<file path="src/rtl/qld_pkg.sv">
package qld_pkg;

  // Drive level of one line: a selected line is the inverse of the phase.
  function automatic logic line_level(input logic sel, input logic phase);
    return sel ^ phase;
  endfunction

  // Next stored select bit for one line.
  function automatic logic next_sel(input logic cur, input logic load, input logic din);
    return load ? din : cur;
  endfunction

endpackage

</file>
<file path="src/rtl/qld_line_latch.sv">
module qld_line_latch (
  input  logic clk,
  input  logic rst_n,
  input  logic load,
  input  logic din,
  output logic q
);
  import qld_pkg::*;

  always_ff @(posedge clk or negedge rst_n) begin
    if (!rst_n) q <= 1'b0;
    else        q <= next_sel(q, load, din);
  end

endmodule

</file>
<file path="src/rtl/qld_phase_mod.sv">
module qld_phase_mod #(
  parameter int LINES = 4
) (
  input  logic [LINES-1:0] sel,
  input  logic             phase,
  output logic [LINES-1:0] level
);
  import qld_pkg::*;

  for (genvar g = 0; g < LINES; g++) begin : g_mod
    assign level[g] = line_level(sel[g], phase);
  end

endmodule

</file>
<file path="src/rtl/quad_line_driver.sv">
module quad_line_driver #(
  parameter int LINES = 4
) (
  input  logic             clk,
  input  logic             rst_n,
  input  logic [LINES-1:0] d,
  input  logic [LINES-1:0] strobe,
  input  logic             df_in,
  output logic [LINES-1:0] out
);

  // Stored select bits, brought out by name for the checker.
  logic [LINES-1:0] lat_q;

  for (genvar g = 0; g < LINES; g++) begin : g_line
    qld_line_latch u_latch (
      .clk   (clk),
      .rst_n (rst_n),
      .load  (strobe[g]),
      .din   (d[g]),
      .q     (lat_q[g])
    );
  end

  qld_phase_mod #(.LINES(LINES)) u_mod (
    .sel   (lat_q),
    .phase (df_in),
    .level (out)
  );

endmodule

</file>
<file path="config.mk">
export PLATFORM = sky130hd
export DESIGN_NAME = quad_line_driver
export DESIGN_NICKNAME = d
export VERILOG_FILES = /design/src/rtl/qld_pkg.sv /design/src/rtl/qld_line_latch.sv /design/src/rtl/qld_phase_mod.sv /design/src/rtl/quad_line_driver.sv
export SDC_FILE = /design/constraint.sdc
export NUM_CORES = 1
export LEC_CHECK = 0
export BUFFER_PORTS_ARGS = -buffer_cell sky130_fd_sc_hd__buf_2
export CORE_AREA = 4 4 41 43
export CTS_CLUSTER_DIAMETER = 60
export DETAILED_ROUTE_END_ITERATION = 7
export DIE_AREA = 0 0 45 47
export PLACE_DENSITY = 0.4
export RECOVER_POWER = 50
export SKIP_CTS_REPAIR_TIMING = 1
export SLEW_MARGIN = 20
export SYNTH_ARGS = -nofsm -noshare
export SYNTH_HDL_FRONTEND = slang
export SYNTH_SLANG_ARGS = --single-unit
</file>
<file path="constraint.sdc">
create_clock -name clk -period 1 [get_ports clk]
set_clock_uncertainty 0.2 [all_clocks]
set_input_delay 0.1 -clock clk [delete_from_list [all_inputs] [get_ports clk]]
set_output_delay 0.1 -clock clk [all_outputs]
set_load 0.05 [all_outputs]
</file>
## After elaboration in Yosys (flattened, before gate mapping)

Cells that the tools add are included.

- Register bits after elaboration: 4
- Bits of input ports: 11
- Output and inout port bits: 4
- Word-level logic and storage cells: 8

- Bitwise logic cells: 4

Operator list:

| operator | count |
|---|---|
| $xor A1 B1 Y1 | 4 |

## Depth between registers and ports, before layout

Gate-level depths: netlist (run 1).

- Word-level depth: 1
- Mapped depth: 1
- Gate-level depth less buffers: 1

## Cells and area by module

From an unflattened synthesis (run 1), not the netlist that was laid out.

- Cells, all modules: 12
- Area, all modules: 195.2 um2

Modules (own cells, without submodules):

| module | times used | cells an instance | area each (um2) | sequential area each (um2) |
|---|---|---|---|---|
| qld_line_latch | 4 | 2 | 40.0 | 25.0 |
| qld_phase_mod | 1 | 4 | 35.0 | 0.0 |

## Worst setup path after synthesis (run 1)

Ideal clock, no wire load.

- Kind: register to output
- Start: register g_line[1].u_latch.q
- End: output port out[1]
- Data arrival time: 1136 ps
- Required time: 700 ps
- Slack: -436 ps
- Cell stages (with the launch flop): 2
- Buffers on the path: 0
- Cells stage by stage: dfrtp_1 -> xor2_1

- Cells in the longest elaborated chain, start to end: 1

Ends and longest elaborated chain:

| item | RTL line | RTL |
|---|---|---|
| start: declaration | qld_line_latch.sv:6 | `output logic q` |
| start signal: assignment | qld_line_latch.sv:12 | `else q <= next_sel(q, load, din);` |
| $xor A1 B1 Y1 | qld_pkg.sv:5 | `return sel ^ phase;` |
| end: declaration | quad_line_driver.sv:9 | `output logic [LINES-1:0] out` |

No other way between the ends.

## Worst setup path in the final report (run 1)

Same ends and word-level chain as after synthesis.

==> impl_metrics.py, run 1 <==
metrics = {
    "global_routing": {
        "overflow": 0,
        "grt_max_degree": 5,
        "track_usage_pct": 5.32,
        "grt_pass1_vias": 193,
        "antenna_found_initial": 0,
        "grt_pass1_wl_um": 765,
    },
    "floorplan": {
        "chipHeight_um": 47,
        "die_area_sq_mm": 0.00212,
        "initial_core_util_pct": 13.8,
        "fp-row-count": 13,
        "die_width_um": 45,
        "ioPinCount": 15,
        "coreArea_sq_mm": 0.00130,
    },
    "status": {
        "violations": "negative hold slack, negative setup slack",
        "outcome": "finished, violations left",
    },
    "setup_path": {
        "crit_fanout": 2,
        "startpoint_type": "flop",
        "end_kind": "output pin",
        "critPathKind": "flop to output pin",
        "worstPathArrival_ps": 980,
        "required_ps": 700,
    },
    "clock_tree": {
        "insertion_delay_ps": 230,
        "cts_buffers": 3,
        "path_clk_slew_ps": 40,
        "cts_root_buf": "clkbuf_4",
        "numClockSinks": 4,
        "tritoncts": "done",
        "cts-htree-levels": 1,
        "clock_path_buffers": 2,
    },
    "sta": {
        "hold_ws_ps": -94.7,
        "worst_pin_slew_ps": 243,
        "setup-violations-final": 8,
        "fin_crit_ps": 1280,
        "relSlewSlack_pct": 83.8,
        "fin_tns_setup_ps": -1310,
        "max_freq_ghz": 0.779,
        "min_period_over_period_pct": 128,
        "final_max_slew_viol_count": 0,
        "fin_ws_ps": -283,
        "hold_violations": 4,
        "rsz0062_at_grt": "true",
    },
    "placed_design": {
        "gp_congestion": 0.603,
        "dpl-instance-area_sq_um": 364,
        "dpl_worst_slack_ps": -132,
        "io_buffers": 14,
        "dpl.cell_count": 42,
    },
    "detailed_routing": {
        "wl_per_cell_um": 10.4,
        "route.detailed.drc": 0,
        "viasPerCell": 3.49,
        "drtAntennaViolNets": 0,
        "wirelength_um": 487,
        "drt-initial-drc-count": 0,
        "firstDrtPassIters": 1,
        "vias": 164,
    },
    "run": {
        "drv_cap": 0,
    },
    "power": {
        "cellPowerDensity_mw_per_mm2": 1500,
        "power_uw": 670,
        "ir_worst_vdd_mv": 0.583,
        "leakage_nw": 0.200,
    },
    "layout": {
        "diodes": 0,
        "area_growth_pct": 147,
        "layout-drive-gt1-share_pct": 87.5,
        "top_register": "g_line.u_latch.q",
        "nets": 45,
        "n_fill_cell": 138,
        "top_regs": "g_line.u_latch.q (4)",
        "finish.instance_area_sq_um": 445,
        "stdcell_count": 47,
        "largest_reg_flops": 4,
    },
    "logic_synthesis": {
        "synthDistinctLibCells": 3,
        "synth_seq_cells": 4,
        "syn-num-nets": 23,
        "synth.area.top_cells": "dfrtp_1, mux2_2, xor2_1",
        "seq_area_frac_synth_pct": 55.6,
        "synth_cells": 12,
        "yosysTopAreaCellShare_pct": 55.6,
        "avgSynthCellArea_sq_um": 15.0,
        "yosysWarnings": 0,
        "netlist_area_sq_um": 180,
        "synth_top_area_cell": "dfrtp_1",
    },
    "worst_hold_path": {
        "hold_class": "primary input to flop",
    },
}
-- worst paths after layout --
kind / endpoint / cells after the start / slack, ps / from
max: out[1] / 2 / -280 / g_line[1].u_latch.q$_DFFE_PN0P_
min: g_line[0].u_latch.q$_DFFE_PN0P_ / 2 / -90 / d[0]
max reg2reg: g_line[0].u_latch.q$_DFFE_PN0P_ / 2 / -150 / g_line[0].u_latch.q$_DFFE_PN0P_
min reg2reg: g_line[2].u_latch.q$_DFFE_PN0P_ / 1 / 380 / g_line[2].u_latch.q$_DFFE_PN0P_
max in group asynchronous: g_line[3].u_latch.q$_DFFE_PN0P_ / 2 / 350 / rst_n
min in group asynchronous: g_line[0].u_latch.q$_DFFE_PN0P_ / 2 / 40 / rst_n
-- metrics by stage --
step | utilization, % | hold slack (ps)
finish | 34.2 | -94.7
global placement | 28.0 | -292
detailed placement | 28.0 | -287
CTS | 29.7 | -535
global route | 34.2 | -100
floorplan | - | -396
-- final cells by class --
type,count,area (sq um),area share (%)
tap,15,18.8,4.21
sequential,4,103,23.0
timing repair buffer,17,131,29.5
clock buffer,3,22.5,5.06
multi-input combinational,8,170,38.2
-- kinds of logic (layout without fill, tap and decap cells) --
| group | after synthesis | after routing | share of synthesized area [%] |
|---|---|---|---|
| xor+xnor | 4 | 4 | 19.4 |
| buf+inv | 0 | 20 | 0 |
| flops | 4 | 4 | 55.6 |
| mux | 4 | 4 | 25.0 |
-- power by group --
group	internal (mW)	switching (mW)	total, mW
sequential	0.181	0.0257	0.206
combinational	0.129	0.138	0.267
clock	0.134	0.0618	0.196
-- critical path: stages, from the launching register on --
cell and delay, ps:
dfrtp_1 420, xor2_4 160, buf_6 170
-- per-layer routing --
layer / vias to the layer above / track usage (%) / routed length [um] / part of all wire [%]
met1: 75 / 5.54 / 163 / 33
met4: 0 / 5.26 / 0 / 0
met2: 7 / 8.47 / 271 / 56
li1: 82 / - / - / -
met5: - / 0 / 0 / 0
met3: 0 / 1.53 / 52 / 11
-- Yosys cell counts (all sizes together) --
| cell | n |
|---|---|
| mux2 | 4 |
| xor2 | 4 |
| dfrtp | 4 |
-- layout by cell type (no fill, tap or decap) --
cell / instances
dlygate4sd3_1: 1
clkbuf_4: 3
buf_6: 4
buf_4: 1
buf_2: 9
dfrtp_1: 2
clkbuf_1: 1
buf_12: 1
xor2_4: 4
dfrtp_2: 2
mux2_4: 4
Note: power is estimated with default switching activity, not from simulation.
==> inputs of run 2 (changes only) <==
--- a/config.mk
+++ b/config.mk
@@ -12,6 +12,7 @@
 export DIE_AREA = 0 0 45 47
 export PLACE_DENSITY = 0.4
 export RECOVER_POWER = 50
+export SETUP_SLACK_MARGIN = 0.5
 export SKIP_CTS_REPAIR_TIMING = 1
 export SLEW_MARGIN = 20
 export SYNTH_ARGS = -nofsm -noshare
==> run 2 against run 1 <==
Against the previous run: the run still ends with negative hold slack, negative setup slack left; wire length is 0.41% lower; setup slack hardly changed; fmax hardly changed; flip-flop and latch count stayed put; global-route usage stayed put; sequential power hardly changed; design area is 2.2% lower; core utilization is 0.77 points lower; power is 0.44% lower; non-clock buffer count is 1 lower; clock power hardly changed; sequential share of layout area is 0.53 points higher.
==> impl_metrics.py, run 2 (synthesis gave the netlist of run 1 again) <==
metrics = {
    "layout": {
        "largest_reg_flops": 4,
        "final_cell_mix": "buf_2, mux2_4, xor2_4, buf_6, clkbuf_4",
        "final_common_cell": "buf_2",
        "top_regs": "g_line.u_latch.q (4)",
        "diodes": 0,
        "final_core_util_pct": 33.5,
        "nets": 44,
        "top_register": "g_line.u_latch.q",
        "area_growth_pct": 142,
        "layout-drive-gt1-share_pct": 90.3,
        "stdcell_count": 46,
    },
    "detailed_routing": {
        "top_layer": "met3",
        "vias": 160,
        "wirelength_um": 485,
        "dr_wl_met2_um": 267,
        "route.detailed.drc": 0,
        "drtAntennaViolNets": 0,
        "wl_met3_um": 54,
        "wl_per_cell_um": 10.5,
        "drt-initial-drc-count": 0,
        "firstDrtPassIters": 1,
        "wl_met1_um": 162,
        "viasPerCell": 3.48,
    },
    "power": {
        "leakage_nw": 0.196,
        "power_frac_seq_pct": 31.0,
        "p_comb_share_pct": 39.7,
        "p_int_uw": 441,
        "cellPowerDensity_mw_per_mm2": 1530,
        "p_switching_uw": 225,
        "p_clk_share_pct": 29.4,
        "ir_worst_vdd_mv": 0.583,
        "switching_share_pct": 33.8,
        "power_uw": 667,
    },
    "setup_path": {
        "required_ps": 700,
        "critPathKind": "flop to output pin",
        "crit_fanout": 2,
        "cp_num_buf_inv": 1,
        "end_kind": "output pin",
        "startpoint_type": "flop",
        "cpPeakStageDelay_ps": 420,
        "slowest_stage": "dfrtp_1",
        "path_cells": "xor2_4 > buf_6",
        "critPathTopFamily": "flip-flops",
        "worstPathArrival_ps": 980,
    },
    "placed_design": {
        "dpl.cell_count": 42,
        "dpl_worst_slack_ps": -132,
        "io_buffers": 14,
        "gp_congestion": 0.603,
    },
    "floorplan": {
        "fp-row-count": 13,
        "chipHeight_um": 47,
        "coreArea_sq_mm": 0.00130,
        "ioPinCount": 15,
        "die_area_sq_mm": 0.00212,
        "die_width_um": 45,
        "initial_core_util_pct": 13.8,
    },
    "global_routing": {
        "grt_pass1_vias": 193,
        "track_usage_pct": 5.32,
        "antenna_found_initial": 0,
        "overflow": 0,
        "grt_max_degree": 5,
        "grt_pass1_wl_um": 765,
    },
    "clock_tree": {
        "clock_path_buffers": 2,
        "insertion_delay_ps": 230,
        "path_clk_slew_ps": 40,
        "cts_root_buf": "clkbuf_4",
        "numClockSinks": 4,
        "tritoncts": "done",
        "cts_buffers": 3,
        "cts-htree-levels": 1,
    },
    "sta": {
        "max_freq_ghz": 0.779,
        "final_max_slew_viol_count": 0,
        "setup-violations-final": 8,
        "hold_violations": 8,
        "hold_ws_ps": -498,
        "relSlewSlack_pct": 83.9,
        "fin_crit_ps": 1280,
        "fin_ws_ps": -283,
        "worst_pin_slew_ps": 242,
        "rsz0062_at_grt": "true",
        "fin_tns_setup_ps": -1310,
        "min_period_over_period_pct": 128,
    },
    "status": {
        "violations": "negative hold slack, negative setup slack",
        "outcome": "finished, violations left",
    },
    "run": {
        "drv_cap": 0,
    },
    "worst_hold_path": {
        "hold_class": "primary input to async pin",
    },
}
run 2: cell types whose count changed in the layout (fill, tap and decap cells not counted), sizes merged:
cell and change:
dlygate4sd3 -1
run 2: cell type report:
cell class              instances  area [sq um]
fillers                       139           866
multi-input cells               8           170
repair buffers                 16           121
flip-flops and latches          4           103
clock buffers                   3          22.5
well taps                      15          18.8
run 2: worst paths after layout:
check | depth (start not counted) | slack [ps] | to | start
max reg2reg | 2 | -150 | g_line[0].u_latch.q$_DFFE_PN0P_ | g_line[0].u_latch.q$_DFFE_PN0P_
max in group asynchronous | 1 | 880 | g_line[3].u_latch.q$_DFFE_PN0P_ | rst_n
min reg2reg | 1 | 380 | g_line[2].u_latch.q$_DFFE_PN0P_ | g_line[2].u_latch.q$_DFFE_PN0P_
min | 1 | -500 | g_line[0].u_latch.q$_DFFE_PN0P_ | rst_n
max | 2 | -280 | out[1] | g_line[1].u_latch.q$_DFFE_PN0P_
min in group clk | 2 | -90 | g_line[0].u_latch.q$_DFFE_PN0P_ | d[0]
run 2: power groups by stage:
stage | Combinational, mW | Clock [mW] | Sequential [mW]
floorplan | 0.145 | 0 | 0.204
global placement | 0.211 | 0 | 0.206
detailed placement | 0.214 | 0 | 0.207
CTS | 0.215 | 0.206 | 0.205
global route | 0.277 | 0.219 | 0.208
finish | 0.265 | 0.196 | 0.206
run 2: layer usage:
metal	track usage, %	vias up
met5	0	-
met4	5.26	0
met3	1.53	0
met2	8.47	7
met1	5.54	73
li1	-	80
run 2: per-stage QoR:
step                area (sq um)  hold WS, ps
global route                 435         -493
detailed placement           364         -287
CTS                          387         -535
floorplan                    255         -396
global placement             364         -292
finish                       435         -498
